**config.mk**
```make
export PLATFORM = sky130hd
export DESIGN_NAME = aud_clk_ratio_det
export DESIGN_NICKNAME = d
export VERILOG_FILES = /design/src/rtl/acr_pkg.sv /design/src/rtl/acr_sync_edge.sv /design/src/rtl/acr_frame_meter.sv /design/src/rtl/acr_ratio_decode.sv /design/src/rtl/acr_rate_classify.sv /design/src/rtl/aud_clk_ratio_det.sv
export SDC_FILE = /design/constraint.sdc
export NUM_CORES = 1
export LEC_CHECK = 0
export ABC_CLOCK_PERIOD_IN_PS = 3000
export BUFFER_PORTS_ARGS = -buffer_cell sky130_fd_sc_hd__buf_2
export CAP_MARGIN = 20
export CORE_MARGIN = 8
export CORE_UTILIZATION = 41
export CTS_BUF_LIST = sky130_fd_sc_hd__clkbuf_16
export DETAILED_ROUTE_END_ITERATION = 16
export SETUP_SLACK_MARGIN = 0.15
export SLEW_MARGIN = 10
export SYNTH_ARGS = -nofsm -noshare
export SYNTH_HDL_FRONTEND = slang
export SYNTH_SLANG_ARGS = --single-unit
```
**constraint.sdc**
```tcl
create_clock -name clk_i -period 3 [get_ports clk_i]
set_clock_uncertainty 0.15 [all_clocks]
set_input_delay 0.3 -clock clk_i [delete_from_list [all_inputs] [get_ports clk_i]]
set_output_delay 0.3 -clock clk_i [all_outputs]
set_load 0.05 [all_outputs]
```
**src/rtl/acr_pkg.sv**
```systemverilog
`timescale 1ns/1ps
package acr_pkg;
  localparam int RATIO_N = 14;
  localparam int RATE_N  = 6;
  localparam logic [3:0] RATIO_NONE = 4'hF;
  localparam logic [2:0] RATE_NONE  = 3'd7;
  localparam logic [2:0] RATE_TOP   = 3'd5;

  function automatic int ratio_val(input int idx);
    case (idx)
      0: return 16;   1: return 24;   2: return 32;   3: return 48;
      4: return 64;   5: return 96;   6: return 128;  7: return 192;
      8: return 256;  9: return 384;  10: return 512; 11: return 125;
      12: return 250; 13: return 500;
      default: return 0;
    endcase
  endfunction

  // fam 1 scales the 48k family onto the 44.1k family (147/160)
  function automatic int rate_hz(input int idx, input int fam);
    int base;
    case (idx)
      0: base = 16000;  1: base = 24000; 2: base = 32000;
      3: base = 48000;  4: base = 96000; default: base = 192000;
    endcase
    return (fam != 0) ? base * 147 / 160 : base;
  endfunction

  function automatic int period_nom(input int ref_khz, input int fs_hz);
    longint num;
    num = longint'(ref_khz) * 1000 + longint'(fs_hz / 2);
    return int'(num / longint'(fs_hz));
  endfunction

  function automatic logic pair_legal(input logic [3:0] rc, input logic [2:0] sc);
    if (rc >= 4'(RATIO_N) || sc >= 3'(RATE_N)) return 1'b0;
    case (sc)
      3'd0:    return rc != 4'd0;
      3'd4:    return !(rc inside {4'd9, 4'd10, 4'd13});
      3'd5:    return !(rc inside {4'd8, 4'd9, 4'd10, 4'd12, 4'd13});
      default: return 1'b1;
    endcase
  endfunction
endpackage

```
**src/rtl/acr_sync_edge.sv**
```systemverilog
`timescale 1ns/1ps
module acr_sync_edge #(
  parameter int WIDTH  = 2,
  parameter int STAGES = 2
) (
  input  logic             clk_i,
  input  logic             rst_ni,
  input  logic [WIDTH-1:0] din_i,
  output logic [WIDTH-1:0] rise_o
);
  for (genvar g = 0; g < WIDTH; g++) begin : g_bit
    logic [STAGES:0] sh_q;
    always_ff @(posedge clk_i or negedge rst_ni) begin
      if (!rst_ni) sh_q <= '0;
      else         sh_q <= {sh_q[STAGES-1:0], din_i[g]};
    end
    assign rise_o[g] = sh_q[STAGES-1] & ~sh_q[STAGES];
  end
endmodule

```
**src/rtl/acr_frame_meter.sv**
```systemverilog
`timescale 1ns/1ps
module acr_frame_meter #(
  parameter int CNT_W      = 10,
  parameter int REF_W      = 14,
  parameter int LOST_LIMIT = 13641
) (
  input  logic             clk_i,
  input  logic             rst_ni,
  input  logic             bclk_rise_i,
  input  logic             fsync_rise_i,
  output logic             meas_valid_o,
  output logic [CNT_W-1:0] bits_o,
  output logic [REF_W-1:0] period_o,
  output logic             lost_o
);
  localparam logic [CNT_W-1:0] BIT_MAX = '1;
  localparam logic [REF_W-1:0] REF_MAX = '1;
  localparam logic [REF_W-1:0] LIMIT   = REF_W'(LOST_LIMIT);

  logic [CNT_W-1:0] bit_cnt_q;
  logic [REF_W-1:0] ref_cnt_q;
  logic             have_prev_q, armed_q;

  assign lost_o       = armed_q & ~fsync_rise_i & (ref_cnt_q >= LIMIT);
  assign meas_valid_o = fsync_rise_i & have_prev_q;
  assign bits_o       = bit_cnt_q;
  assign period_o     = ref_cnt_q;

  always_ff @(posedge clk_i or negedge rst_ni) begin
    if (!rst_ni) begin
      bit_cnt_q   <= '0;
      ref_cnt_q   <= '0;
      have_prev_q <= 1'b0;
      armed_q     <= 1'b1;
    end else if (fsync_rise_i) begin
      // an edge coincident with the frame start belongs to the new frame
      bit_cnt_q   <= CNT_W'(bclk_rise_i);
      ref_cnt_q   <= REF_W'(1);
      have_prev_q <= 1'b1;
      armed_q     <= 1'b1;
    end else begin
      if (bclk_rise_i && bit_cnt_q != BIT_MAX) bit_cnt_q <= bit_cnt_q + CNT_W'(1);
      if (ref_cnt_q != REF_MAX)                ref_cnt_q <= ref_cnt_q + REF_W'(1);
      if (lost_o) begin
        have_prev_q <= 1'b0;
        armed_q     <= 1'b0;
      end
    end
  end

  p_lost_single_r9: assert property (@(posedge clk_i) disable iff (!rst_ni)
    lost_o |=> !lost_o);
  p_bits_hold_r1: assert property (@(posedge clk_i) disable iff (!rst_ni)
    (!fsync_rise_i && !bclk_rise_i) |=> $stable(bit_cnt_q));
endmodule

```
**src/rtl/acr_ratio_decode.sv**
```systemverilog
`timescale 1ns/1ps
module acr_ratio_decode
  import acr_pkg::*;
#(
  parameter int CNT_W = 10
) (
  input  logic             clk_i,
  input  logic             rst_ni,
  input  logic [CNT_W-1:0] bits_i,
  output logic [3:0]       code_o
);
  logic [RATIO_N-1:0] hit;

  for (genvar g = 0; g < RATIO_N; g++) begin : g_ratio
    assign hit[g] = (bits_i == CNT_W'(ratio_val(g)));
  end

  always_comb begin
    code_o = RATIO_NONE;
    for (int i = RATIO_N - 1; i >= 0; i--) begin
      if (hit[i]) code_o = 4'(i);
    end
  end

  p_unique_hit_r1: assert property (@(posedge clk_i) disable iff (!rst_ni)
    $onehot0(hit));
endmodule

```
**src/rtl/acr_rate_classify.sv**
```systemverilog
`timescale 1ns/1ps
module acr_rate_classify
  import acr_pkg::*;
#(
  parameter int REF_W   = 14,
  parameter int REF_KHZ = 98304,
  parameter int TOL_PCT = 2
) (
  input  logic             clk_i,
  input  logic             rst_ni,
  input  logic [REF_W-1:0] period_i,
  output logic [2:0]       code_o
);
  localparam int WIN_N = 2 * RATE_N;
  logic [WIN_N-1:0] hit;

  for (genvar g = 0; g < WIN_N; g++) begin : g_win
    localparam int NOM = period_nom(REF_KHZ, rate_hz(g % RATE_N, g / RATE_N));
    localparam int LO  = NOM * (100 - TOL_PCT) / 100;
    localparam int HI  = NOM * (100 + TOL_PCT) / 100;
    assign hit[g] = (period_i >= REF_W'(LO)) && (period_i <= REF_W'(HI));
  end

  always_comb begin
    code_o = RATE_NONE;
    for (int i = RATE_N - 1; i >= 0; i--) begin
      if (hit[i] || hit[i+RATE_N]) code_o = 3'(i);
    end
  end

  p_windows_disjoint_r2: assert property (@(posedge clk_i) disable iff (!rst_ni)
    $onehot0(hit));
endmodule

```
**src/rtl/aud_clk_ratio_det.sv**
```systemverilog
`timescale 1ns/1ps
module aud_clk_ratio_det
  import acr_pkg::*;
#(
  parameter int REF_KHZ     = 98304,
  parameter int TOL_PCT     = 2,
  parameter int SYNC_STAGES = 2,
  parameter int LOCK_FRAMES = 3,
  parameter int CNT_W       = 10
) (
  input  logic       clk_i,
  input  logic       rst_ni,
  input  logic       bclk_i,
  input  logic       fsync_i,
  input  logic [2:0] cfg_rate_i,
  output logic [3:0] ratio_o,
  output logic [2:0] rate_o,
  output logic       lock_o,
  output logic       half_rate_o,
  output logic       clk_err_o,
  output logic       clk_lost_o,
  output logic       ramp_down_o
);
  localparam int SLOW_NOM   = period_nom(REF_KHZ, rate_hz(0, 1));
  localparam int SLOW_HI    = SLOW_NOM * (100 + TOL_PCT) / 100;
  localparam int LOST_LIMIT = 2 * SLOW_HI + 1;
  localparam int REF_W      = $clog2(LOST_LIMIT + 1);
  localparam int MATCH_W    = $clog2(LOCK_FRAMES + 1);
  localparam logic [MATCH_W-1:0] MATCH_TGT = MATCH_W'(LOCK_FRAMES);

  logic [1:0]       rise;
  logic             meas_valid, lost_pulse;
  logic [CNT_W-1:0] bits;
  logic [REF_W-1:0] period;
  logic [3:0]       ratio_code;
  logic [2:0]       rate_code;

  acr_sync_edge #(.WIDTH(2), .STAGES(SYNC_STAGES)) u_sync (
    .clk_i, .rst_ni, .din_i({fsync_i, bclk_i}), .rise_o(rise)
  );

  acr_frame_meter #(.CNT_W(CNT_W), .REF_W(REF_W), .LOST_LIMIT(LOST_LIMIT)) u_meter (
    .clk_i, .rst_ni, .bclk_rise_i(rise[0]), .fsync_rise_i(rise[1]),
    .meas_valid_o(meas_valid), .bits_o(bits), .period_o(period), .lost_o(lost_pulse)
  );

  acr_ratio_decode #(.CNT_W(CNT_W)) u_ratio (
    .clk_i, .rst_ni, .bits_i(bits), .code_o(ratio_code)
  );

  acr_rate_classify #(.REF_W(REF_W), .REF_KHZ(REF_KHZ), .TOL_PCT(TOL_PCT)) u_rate (
    .clk_i, .rst_ni, .period_i(period), .code_o(rate_code)
  );

  // agreement filter over consecutive frames
  logic [6:0]         cand, last_q;
  logic [MATCH_W-1:0] match_q, match_nx;
  logic               accept;
  logic [3:0]         ratio_q;
  logic [2:0]         rate_q;
  logic               lock_q, lost_q;

  assign cand = {ratio_code, rate_code};

  always_comb begin
    if (match_q != '0 && cand == last_q)
      match_nx = (match_q < MATCH_TGT) ? match_q + MATCH_W'(1) : match_q;
    else
      match_nx = MATCH_W'(1);
    accept = meas_valid && (match_nx >= MATCH_TGT);
  end

  always_ff @(posedge clk_i or negedge rst_ni) begin
    if (!rst_ni) begin
      last_q  <= '0;
      match_q <= '0;
      ratio_q <= RATIO_NONE;
      rate_q  <= RATE_NONE;
      lock_q  <= 1'b0;
      lost_q  <= 1'b0;
    end else if (lost_pulse) begin
      match_q <= '0;
      ratio_q <= RATIO_NONE;
      rate_q  <= RATE_NONE;
      lock_q  <= 1'b0;
      lost_q  <= 1'b1;
    end else if (meas_valid) begin
      last_q  <= cand;
      match_q <= match_nx;
      if (accept) begin
        ratio_q <= ratio_code;
        rate_q  <= rate_code;
        lock_q  <= 1'b1;
        lost_q  <= 1'b0;
      end
    end
  end

  assign ratio_o     = ratio_q;
  assign rate_o      = rate_q;
  assign lock_o      = lock_q;
  assign clk_lost_o  = lost_q;
  assign half_rate_o = lock_q && (rate_q == RATE_TOP);
  assign clk_err_o   = lock_q && (!pair_legal(ratio_q, rate_q) || rate_q != cfg_rate_i);
  assign ramp_down_o = !lock_q || clk_err_o;

  p_lock_rise_on_frame_r3: assert property (@(posedge clk_i) disable iff (!rst_ni)
    $rose(lock_q) |-> $past(meas_valid));
  p_report_stable_r3: assert property (@(posedge clk_i) disable iff (!rst_ni)
    (!meas_valid && !lost_pulse) |=> ($stable(ratio_q) && $stable(rate_q)));
  p_lock_holds_r9: assert property (@(posedge clk_i) disable iff (!rst_ni)
    (lock_q && !lost_pulse) |=> lock_q);
  p_lost_unlocks_r9: assert property (@(posedge clk_i) disable iff (!rst_ni)
    lost_pulse |=> (!lock_q && ratio_q == RATIO_NONE && rate_q == RATE_NONE));
endmodule

```
==> metrics.cfg <==
[power]
clockPowerShare_pct=28.7
switchingPower_mw=0.740
p_leak_nw=2.10
power_frac_comb_pct=35.8
p_per_area_nw_per_um2=464
internal_power_mw=1.53
swShare_pct=32.7
pwr-share-seq_pct=35.4
peakVddDrop_v=0.000233

[clock_tree]
cts_buffers=5
cts_tree=yes
cts_sinks=50
clk_pin_slew_worst_paths_ns=0.07
insertion_delay_ns=0.30
cts-htree-levels=2
cts_root_buf=clkbuf_16
cts.path.max_buffers=2

[routing]
drt_pass1_iterations=4
num_vias=3597
drc=0
drt_iter0_markers=251
ant_nets=0
viasPerCell=5.74
wirelength_mm=10.2
wl_per_cell_um=16.3

[global_routing]
grt_pass1_vias=3478
grt_pass1_wl_mm=17.4
antenna_found_initial=0
met1_usage_pct=23.3
grt-busiest-layer=met2
track_usage_pct=16.6
grt_use_met2_pct=24.7
use_met3_pct=3.90
grt_overflow=0
grt_max_degree=30

[critical_path]
worstSetupPathType=reg2reg
startpoint_type=flop
path_common_cell=a2bb2oi_2
worstPathMaxFanout=7
max_stage_delay_ns=0.42
cp_num_buf_inv=1
path_cells=buf_4 -> a31oi_1 -> o21ai_0 -> a2bb2oi_2 -> a2bb2oi_2 -> and4_1 -> a221o_1 -> a211o_4 -> mux2i_1
cp-end-kind=flop
worst_ep_required_time_ns=3.07
slowest_stage=a211o_4
cp.arrival_ns=3.02
path_delay_family=compound AO/OA/AOI/OAI gates

[logic_synthesis]
synthFlopType=dfrtp_1
synth-async-reset-ratio_pct=100
yosys.area.top_type_share_pct=28.7
yosysUniqueCellTypes=68
syn_avg_cell_area_um2=8.52
synth_enable_flop_cells=0
ys_seq_area_share_pct=34.4
synth_most_common_cell=nor2_1
synth_area_um2=3660
synth_fp_nets=445
ys_ff_latch=50
synth_cells=430
post_synth_most_frequent_cells=nor2_1, dfrtp_1, nand2_1, a21oi_1, clkbuf_1
yosys_warnings=0
yosysTopAreaCell=dfrtp_1
synthTopCellsByArea=dfrtp_1, dfstp_2, nor2_1, xnor2_1, nand2_1

[place]
placement.io_buffers=18
pre_cts_slack_ns=-0.128
dp_hpwl_mm=7.82
gp_congestion=0.947
placedCellCount=606
place_area_um2=4430

[sta]
holdWs_ns=0.197
rsz0062_at_grt=true
period_needed_ns=2.95
timing.fmax_ghz=0.339
setup_viol=0
hold_viol=0
max_slew_margin_pct=56.9
fin_ws_ns=0.0498
worstMarginPinSlew_ns=0.646
post-route-period-util_pct=98.3
slew_viol_final=0

[floorplan]
dieArea_um2=12200
die_y_um=111
initial_core_util_pct=42.2
num_rows=34
io_pins=19
die_w_um=111
core_area_um2=8680

[cells_and_area]
antenna-diode-count=0
nets=533
finalNonFillerCells=627
postLayoutCoreUtil_pct=56.3
drive_gt1_share_pct=33.1
fin_area_um2=4880
syn2layout_area_growth_pct=33.3

[hold_path]
hp-class=reg2reg

[status]
status=complete, no violations

[run]
drv_cap=0

metrics by stage:
step                      total power, mW  setup TNS, ns
after CTS                            2.20              0
after detailed placement             1.48         -0.887
final                                2.27              0
after global placement               1.47         -0.865
after floorplan                      1.19              0
after global routing                 2.40         -0.193
final cells by class:
| class | instances | area, um^2 |
|---|---|---|
| Clock buffer | 5 | 125 |
| Clock inverter | 3 | 42.5 |
| Tap cell | 108 | 135 |
| Sequential cell | 50 | 1270 |
| Timing Repair Buffer | 116 | 850 |
| Inverter | 18 | 67.6 |
| Multi-Input combinational cell | 327 | 2400 |
| Fill cell | 821 | 3790 |
worst register-to-register path, cell delays in order, from the launching register on:
cell and delay, ns:
dfrtp_1 0.38, buf_4 0.16, a31oi_1 0.35, o21ai_0 0.20, a2bb2oi_2 0.21, a2bb2oi_2 0.20
and4_1 0.22, a221o_1 0.40, a211o_4 0.42, mux2i_1 0.18
registers in the layout (all words and copies together), names as in the netlist:
name,cells
clk_lost_o,1
rate_o,3
u_meter.have_prev_q,1
last_q,7
match_q,2
lock_o,1
u_meter.armed_q,1
u_sync.g_bit.sh_q,6
u_meter.bits_o,10
u_meter.period_o,14
ratio_o,4
logic make-up after synthesis:
kind of cell / count (synthesis) / synth area share [%]
DFF: 50 / 34.4
AOI/OAI and AO/OA: 108 / 21.4
buffers and inverters: 53 / 6.21
and+or+nand+nor: 177 / 26.9
adders and majority gates: 8 / 2.73
xor gates and xnor gates: 26 / 6.21
muxes: 8 / 2.19
path summary, 6_finish.rpt:
path	to	startpoint	slack, ns	depth (start not counted)
worst max-delay path	rate_o[2]	u_meter.period_o[10]	0.05	9
max in group asynchronous	u_meter.armed_q	rst_ni	1.59	3
min in group asynchronous	last_q[3]	rst_ni	0.42	2
worst min register to register	u_sync.g_bit[1].sh_q[1]	u_sync.g_bit[1].sh_q[0]	0.20	0
worst max register to register	rate_o[2]	u_meter.period_o[10]	0.05	9
worst min-delay path	u_sync.g_bit[1].sh_q[1]	u_sync.g_bit[1].sh_q[0]	0.20	0
routing by layer:
metal	wire, um	part of all wire [%]
met4	187	1.8
met1	4880	48
met5	0	0
met3	577	5.6
met2	4570	45
cell usage in the layout, fill, tap and decap left out, types with 3 or more instances in the layout:
cell            n
buf_4          93
nor2_1         46
dfrtp_1        38
nand2_1        35
a21oi_1        20
o21ai_0        18
buf_2          18
xnor2_1        16
inv_1          14
nand4_1        12
o211ai_1        9
nand3_1         9
nand2b_1        8
mux2i_1         8
dfstp_2         8
nor4_1          7
xor2_1          7
a31oi_1         7
nor3_1          6
or3_1           6
nor2b_1         5
nor3b_1         5
and3_1          5
a21o_1          5
a211oi_1        5
ha_1            5
clkbuf_16       5
inv_2           4
o41ai_1         4
and4_1          4
dfrtp_2         4
and4b_1         3
o31ai_1         3
a41oi_1         3
ha_4            3
dlygate4sd3_1   3
power by group through the flow:
stage | Combinational, mW | Sequential [mW] | Clock (mW)
final | 0.813 | 0.803 | 0.651
after global routing | 0.884 | 0.812 | 0.701
after CTS | 0.723 | 0.804 | 0.673
after detailed placement | 0.666 | 0.811 | 0
after global placement | 0.661 | 0.807 | 0
after floorplan | 0.400 | 0.786 | 0
repair_timing:
action / 4_1_cts / 5_1_grt
hold buffers: 3 / 0
buffers inserted: 5 / 5
resized for setup: 21 / 13
endpoints found under the hold margin: 22 / 0
setup endpoints to repair: 11 / 11
pin swaps: 12 / 8
Note: power is estimated with default switching activity, not from simulation.
